[src/rtl/stamp_pkg.sv]
package stamp_pkg;
    localparam int ADDR_W  = 3;
    localparam int DATA_W  = 32;
    localparam int CLASS_W = 2;
    localparam int N_CHAN  = 2;
    localparam int CH_TX   = 0;
    localparam int CH_RX   = 1;

    typedef enum logic [ADDR_W-1:0] {
        A_TX_CTRL  = 3'd0,
        A_RX_CTRL  = 3'd1,
        A_TX_LO    = 3'd2,
        A_TX_HI    = 3'd3,
        A_RX_LO    = 3'd4,
        A_RX_HI    = 3'd5,
        A_IRQ_MASK = 3'd6,
        A_IRQ_CAUSE= 3'd7
    } reg_addr_e;

    localparam int B_EN      = 0;
    localparam int B_VALID   = 1;
    localparam int B_CLS_LO  = 4;
endpackage

[src/rtl/stamp_chan.sv]
module stamp_chan #(
    parameter int TIME_W = 64
) (
    input  logic              clk,
    input  logic              rst_n,
    input  logic              en_i,
    input  logic              evt_i,
    input  logic [TIME_W-1:0] time_i,
    input  logic              rd_lo_i,
    input  logic              rd_hi_i,
    output logic              valid_o,
    output logic [TIME_W-1:0] cap_o
);
    typedef struct packed {
        logic              valid;
        logic              lo_seen;
        logic [TIME_W-1:0] cap;
    } chan_st_t;

    chan_st_t st_d, st_q;

    always_comb begin
        st_d = st_q;
        if (!en_i) begin
            st_d.valid   = 1'b0;
            st_d.lo_seen = 1'b0;
        end else if (st_q.valid) begin
            if (rd_lo_i) begin
                st_d.lo_seen = 1'b1;
            end else if (rd_hi_i && st_q.lo_seen) begin
                st_d.valid   = 1'b0;
                st_d.lo_seen = 1'b0;
            end
        end else if (evt_i) begin
            st_d.valid   = 1'b1;
            st_d.lo_seen = 1'b0;
            st_d.cap     = time_i;
        end
    end

    always_ff @(posedge clk) begin
        if (!rst_n) st_q <= '0;
        else        st_q <= st_d;
    end

    assign valid_o = st_q.valid;
    assign cap_o   = st_q.cap;

    a_r2_capture: assert property (@(posedge clk) disable iff (!rst_n)
        (en_i && evt_i && !valid_o) |=> (valid_o && cap_o == $past(time_i)));

    a_r3_locked_hold: assert property (@(posedge clk) disable iff (!rst_n)
        valid_o |=> $stable(cap_o));

    a_r5_hi_alone: assert property (@(posedge clk) disable iff (!rst_n)
        (valid_o && en_i && rd_hi_i && !st_q.lo_seen) |=> valid_o);

    a_r6_disable: assert property (@(posedge clk) disable iff (!rst_n)
        !en_i |=> !valid_o);
endmodule

[src/rtl/pkt_stamp_capture.sv]
module pkt_stamp_capture
    import stamp_pkg::*;
#(
    parameter int TIME_W = 2 * DATA_W
) (
    input  logic               clk,
    input  logic               rst_n,
    input  logic [TIME_W-1:0]  time_i,
    input  logic               tx_evt_i,
    input  logic               tx_sel_i,
    input  logic               rx_evt_i,
    input  logic               rx_sel_i,
    input  logic [CLASS_W-1:0] rx_class_i,
    input  logic               reg_wr_i,
    input  logic               reg_rd_i,
    input  logic [ADDR_W-1:0]  reg_addr_i,
    input  logic [DATA_W-1:0]  reg_wdata_i,
    output logic [DATA_W-1:0]  reg_rdata_o,
    output logic               tx_irq_o
);
    localparam int HALF_W = TIME_W / 2;

    typedef struct packed {
        logic [N_CHAN-1:0]  en;
        logic [CLASS_W-1:0] cls;
        logic               mask;
        logic               cause;
    } ctl_st_t;

    ctl_st_t ctl_d, ctl_q;

    logic [N_CHAN-1:0] ch_evt, ch_rd_lo, ch_rd_hi, ch_valid;
    logic [TIME_W-1:0] ch_cap [N_CHAN];
    logic              rx_class_ok;
    logic              tx_capture;

    assign rx_class_ok = (ctl_q.cls == '0) || (ctl_q.cls == rx_class_i);
    assign ch_evt[CH_TX] = tx_evt_i && tx_sel_i;
    assign ch_evt[CH_RX] = rx_evt_i && rx_sel_i && rx_class_ok;

    assign ch_rd_lo[CH_TX] = reg_rd_i && (reg_addr_i == A_TX_LO);
    assign ch_rd_hi[CH_TX] = reg_rd_i && (reg_addr_i == A_TX_HI);
    assign ch_rd_lo[CH_RX] = reg_rd_i && (reg_addr_i == A_RX_LO);
    assign ch_rd_hi[CH_RX] = reg_rd_i && (reg_addr_i == A_RX_HI);

    for (genvar g = 0; g < N_CHAN; g++) begin : g_chan
        stamp_chan #(.TIME_W(TIME_W)) i_chan (
            .clk     (clk),
            .rst_n   (rst_n),
            .en_i    (ctl_q.en[g]),
            .evt_i   (ch_evt[g]),
            .time_i  (time_i),
            .rd_lo_i (ch_rd_lo[g]),
            .rd_hi_i (ch_rd_hi[g]),
            .valid_o (ch_valid[g]),
            .cap_o   (ch_cap[g])
        );
    end

    assign tx_capture = ctl_q.en[CH_TX] && !ch_valid[CH_TX] && ch_evt[CH_TX];

    always_comb begin
        ctl_d = ctl_q;
        if (reg_wr_i) begin
            case (reg_addr_i)
                A_TX_CTRL:   ctl_d.en[CH_TX] = reg_wdata_i[B_EN];
                A_RX_CTRL: begin
                    ctl_d.en[CH_RX] = reg_wdata_i[B_EN];
                    ctl_d.cls       = reg_wdata_i[B_CLS_LO +: CLASS_W];
                end
                A_IRQ_MASK:  ctl_d.mask = reg_wdata_i[0];
                A_IRQ_CAUSE: if (reg_wdata_i[0]) ctl_d.cause = 1'b0;
                default: ;
            endcase
        end
        if (tx_capture && ctl_q.mask) ctl_d.cause = 1'b1;
    end

    always_ff @(posedge clk) begin
        if (!rst_n) ctl_q <= '0;
        else        ctl_q <= ctl_d;
    end

    always_comb begin
        reg_rdata_o = '0;
        case (reg_addr_i)
            A_TX_CTRL: begin
                reg_rdata_o[B_EN]    = ctl_q.en[CH_TX];
                reg_rdata_o[B_VALID] = ch_valid[CH_TX];
            end
            A_RX_CTRL: begin
                reg_rdata_o[B_EN]    = ctl_q.en[CH_RX];
                reg_rdata_o[B_VALID] = ch_valid[CH_RX];
                reg_rdata_o[B_CLS_LO +: CLASS_W] = ctl_q.cls;
            end
            A_TX_LO:     reg_rdata_o = ch_cap[CH_TX][HALF_W-1:0];
            A_TX_HI:     reg_rdata_o = ch_cap[CH_TX][TIME_W-1:HALF_W];
            A_RX_LO:     reg_rdata_o = ch_cap[CH_RX][HALF_W-1:0];
            A_RX_HI:     reg_rdata_o = ch_cap[CH_RX][TIME_W-1:HALF_W];
            A_IRQ_MASK:  reg_rdata_o[0] = ctl_q.mask;
            A_IRQ_CAUSE: reg_rdata_o[0] = ctl_q.cause;
            default: ;
        endcase
    end

    assign tx_irq_o = ctl_q.cause;

    a_r7_class_block: assert property (@(posedge clk) disable iff (!rst_n)
        (rx_evt_i && rx_sel_i && !ch_valid[CH_RX] && ctl_q.cls != '0
         && ctl_q.cls != rx_class_i) |=> !ch_valid[CH_RX]);

    a_r8_cause_set: assert property (@(posedge clk) disable iff (!rst_n)
        ($rose(ch_valid[CH_TX]) && $past(ctl_q.mask)) |-> tx_irq_o);

    a_r8_cause_masked: assert property (@(posedge clk) disable iff (!rst_n)
        ($rose(ch_valid[CH_TX]) && !$past(ctl_q.mask) && !$past(tx_irq_o)) |-> !tx_irq_o);

    a_r9_unselected: assert property (@(posedge clk) disable iff (!rst_n)
        (!ch_valid[CH_TX] && !tx_sel_i) |=> !ch_valid[CH_TX]);
endmodule

[config.mk]
export PLATFORM = sky130hd
export DESIGN_NAME = pkt_stamp_capture
export DESIGN_NICKNAME = d
export VERILOG_FILES = /design/src/rtl/stamp_pkg.sv /design/src/rtl/stamp_chan.sv /design/src/rtl/pkt_stamp_capture.sv
export SDC_FILE = /design/constraint.sdc
export NUM_CORES = 1
export LEC_CHECK = 0
export ABC_AREA = 1
export CAP_MARGIN = 20
export CORE_ASPECT_RATIO = 1.1
export CORE_MARGIN = 4
export CORE_UTILIZATION = 57
export CTS_CLUSTER_DIAMETER = 120
export DETAILED_ROUTE_END_ITERATION = 16
export GPL_TIMING_DRIVEN = 0
export PLACE_DENSITY = 0.87
export SETUP_SLACK_MARGIN = 0.05
export SLEW_MARGIN = 10
export SYNTH_ARGS = -nofsm -noshare
export SYNTH_HDL_FRONTEND = slang
export SYNTH_HIERARCHICAL = 1
export SYNTH_SLANG_ARGS = --single-unit
[constraint.sdc]
create_clock -name clk -period 4.82 [get_ports clk]
set_clock_uncertainty 0.05 [all_clocks]
set_input_delay 0.964 -clock clk [delete_from_list [all_inputs] [get_ports clk]]
set_output_delay 0.964 -clock clk [all_outputs]
set_load 0.02 [all_outputs]
==> results.sh <==
export IMPL_status="complete, no violations"
export IMPL_worstPathRequired_ps=3810
export IMPL_fmax_ghz=0.215
export IMPL_antenna_left=0
export IMPL_place_ws_ps=34.0
export IMPL_synth_mux_area_fraction_pct=0
export IMPL_antenna_found_initial=0
export IMPL_htreeDepth=4
export IMPL_synth_compound_area_share_pct=14.0
export IMPL_clock_latency_ps=420
export IMPL_synth_top_area_share_pct=37.8
export IMPL_cts_tree="built"
export IMPL_post_cts_buffers=0
export IMPL_drt_drc_violations_left=0
export IMPL_antenna_cells=0
export IMPL_final_util_pct=73.4
export IMPL_syn_avg_cell_area_um2=6.86
export IMPL_synthesis_nets=1179
export IMPL_hold_path_class="flip-flop to flip-flop"
export IMPL_nNetsFinal=1309
export IMPL_stdcell_count=1367
export IMPL_ys_warn_count=6
export IMPL_synth_top_family_by_area="simple AND/OR/NAND/NOR gates"
export IMPL_r2r_start="ctl_q[3]"
export IMPL_io_buffers=112
export IMPL_power_leakage_nw=3.63
export IMPL_yosys_top_cells_area="dfxtp_1, nor2_1, buf_4, o21ai_1, nand2_1"
export IMPL_final_period_utilization_pct=96.5
export IMPL_grt_setup_unrepaired="no"
export IMPL_core_area_mm2=0.0126
export IMPL_synthAdderAreaFrac_pct=0.513
export IMPL_drt_wirelength_per_cell_um=14.0
export IMPL_globalplace_congestion=0.868
export IMPL_clk_pin_slew_ps=60
export IMPL_crit_type="primary input to output pin"
export IMPL_routed_via_count=6896
export IMPL_cp_cell_sequence="clkdlybuf4s50_1 > inv_2 > ha_1 > clkbuf_1 > nor2_1 > clkdlybuf4s50_1"
export IMPL_final_cell_mix="nor2_1, o21ai_1, buf_4"
export IMPL_critPathSlowestCell="clkdlybuf4s50_1"
export IMPL_synth_seq_cells=138
export IMPL_drt_iter0_drc=446
export IMPL_cts_root_buf="clkbuf_16"
export IMPL_setup_viol=0
export IMPL_layout_setup_ws_ps=168
export IMPL_startpoint="reg_addr_i[1]"
export IMPL_max_slew_margin_rel_pct=55.8
export IMPL_vdd_drop_max_uv=171
export IMPL_grt_first_pass_wirelength_mm=31.0
export IMPL_crit_fanout=11
export IMPL_ctsHoldBuffers=0
export IMPL_hold_start="g_chan[1].i_chan/st_q[64]"
export IMPL_area_delta_synth_final_pct=26.3
export IMPL_crit_family="buffers and inverters"
export IMPL_first_pass_iters=5
export IMPL_ys_seq_area_share_pct=37.8
export IMPL_synth_distinct_cells=25
export IMPL_synthXorXnorAreaFrac_pct=0
export IMPL_grt_usage_pct=26.6
export IMPL_dp_hpwl_mm=13.0
export IMPL_initial_core_util_pct=58.1
export IMPL_fin_crit_ps=4650
export IMPL_cts_sinks=138
export IMPL_crit_path_frequent_cell="clkdlybuf4s50_1"
export IMPL_drv_slew=0
export IMPL_placementRows=43
export IMPL_grt_pass1_vias=6648
export IMPL_place_inst=1336
export IMPL_final_common_cell="nor2_1"
export IMPL_drt_total_wl_mm=19.1
export IMPL_cts_buffer_depth=2
export IMPL_r2r_slack_ps=3020
export IMPL_synth_top_cell_by_area="dfxtp_1"
export IMPL_synth_cells=1067
export IMPL_synth_simple_area_share_pct=24.5
export IMPL_cap_violations=0
export IMPL_hold_violations=0
export IMPL_grt_max_degree=17
export IMPL_cp_buffers_inverters=4
export IMPL_setup_tns_ps=0
export IMPL_cts_resized=0
export IMPL_drive_gt1_share_pct=17.6
export IMPL_syn_area_mm2=0.00732
export IMPL_worst_slew_pin_slew_ps=664
export IMPL_worstSetupStartpointType="primary input"
export IMPL_die_h_um=127
export IMPL_whs_ps=413
export IMPL_cp_arrival_ps=3640
export IMPL_vias_per_cell=5.04
export IMPL_worstSetupEndpointType="output pin"
export IMPL_power_density_mw_per_mm2=300
export IMPL_dieWidth_um=116
export IMPL_gr_total_overflow=0
export IMPL_critPathMaxStageDelay_ps=650
export IMPL_die_area_mm2=0.0147
export IMPL_ios=142
export IMPL_cts_buffers=17
==> logic make-up after synthesis <==
kind of cell	Yosys count
AO/OA/AOI/OAI	205
adder cells (fa/ha/maj)	3
buffers and inverters	271
flip-flops	138
AND/OR/NAND/NOR	450
==> power by group <==
group	internal, mW	total (mW)	switching (mW)
combinational	0.117	0.247	0.129
sequential	1.15	1.16	0.00781
clock	0.864	1.36	0.497
total	2.14	2.77	0.634
==> worst min-delay path: cells and delay by family (launching register included) <==
kind / cells / cell delay (ps)
compound gates: 1 / 50
simple gates: 1 / 60
flops: 1 / 300
==> routing by layer <==
metal  routed length [um]  track usage [%]  vias up  part of all wire [%]
met2                 9180             45.8      274                    48
met5                    0                0        -                     0
li1                     -                -     3487                     -
met1                 8130             32.3     3090                    42
met4                  512             10.4        0                   2.7
met3                 1310             5.25       45                   6.9
==> through the flow <==
stage | power [mW] | area (um2)
final | 2.77 | 9240
after global routing | 2.85 | 9240
after CTS | 2.77 | 9240
after detailed placement | 1.43 | 8640
after floorplan | 1.31 | 7320
after global placement | 1.42 | 8640
==> flip-flops by register name, indices dropped and copies added, names as in the netlist <==
register / flops
ctl_q: 5
g_chan.i_chan/cap_o: 128
tx_irq_o: 1
g_chan.i_chan/st_q: 2
g_chan.i_chan/valid_o: 2
==> worst paths after layout <==
| check | end | cells after the start |
|---|---|---|
| worst max-delay path | reg_rdata_o[22] | 6 |
| worst min-delay path | g_chan[1].i_chan/st_q[64] | 2 |
| worst max register to register | g_chan[1].i_chan/cap_o[62] | 9 |
| worst min register to register | g_chan[1].i_chan/st_q[64] | 2 |
==> synthesized netlist by cell type <==
| cell type | instances |
|---|---|
| nor2_1 | 326 |
| nor3_2 | 1 |
| ha_1 | 3 |
| a21oi_1 | 12 |
| buf_12 | 2 |
| nand2_1 | 88 |
| nand3_4 | 2 |
| buf_6 | 12 |
| inv_1 | 75 |
| buf_2 | 10 |
| nand3_1 | 14 |
| or2_2 | 2 |
| o21ai_0 | 9 |
| clkbuf_1 | 18 |
| o21ai_1 | 184 |
| inv_2 | 7 |
| dfxtp_1 | 138 |
| nand3_2 | 1 |
| nor3_1 | 3 |
| buf_4 | 141 |
| nor3b_1 | 2 |
| nor4_1 | 1 |
| nand4_1 | 10 |
| inv_4 | 2 |
| clkbuf_4 | 4 |
==> layout make-up <==
type / count / area [um2]
Tap cell: 157 / 196
Timing Repair Buffer: 112 / 1120
Buffer: 186 / 1380
Inverter: 84 / 320
Clock buffer: 20 / 437
Fill cell: 1018 / 3350
Sequential cell: 138 / 2760
Multi-Input combinational cell: 658 / 2850
Clock inverter: 12 / 174
No activity file was read; power rests on OpenSTA's default activity.
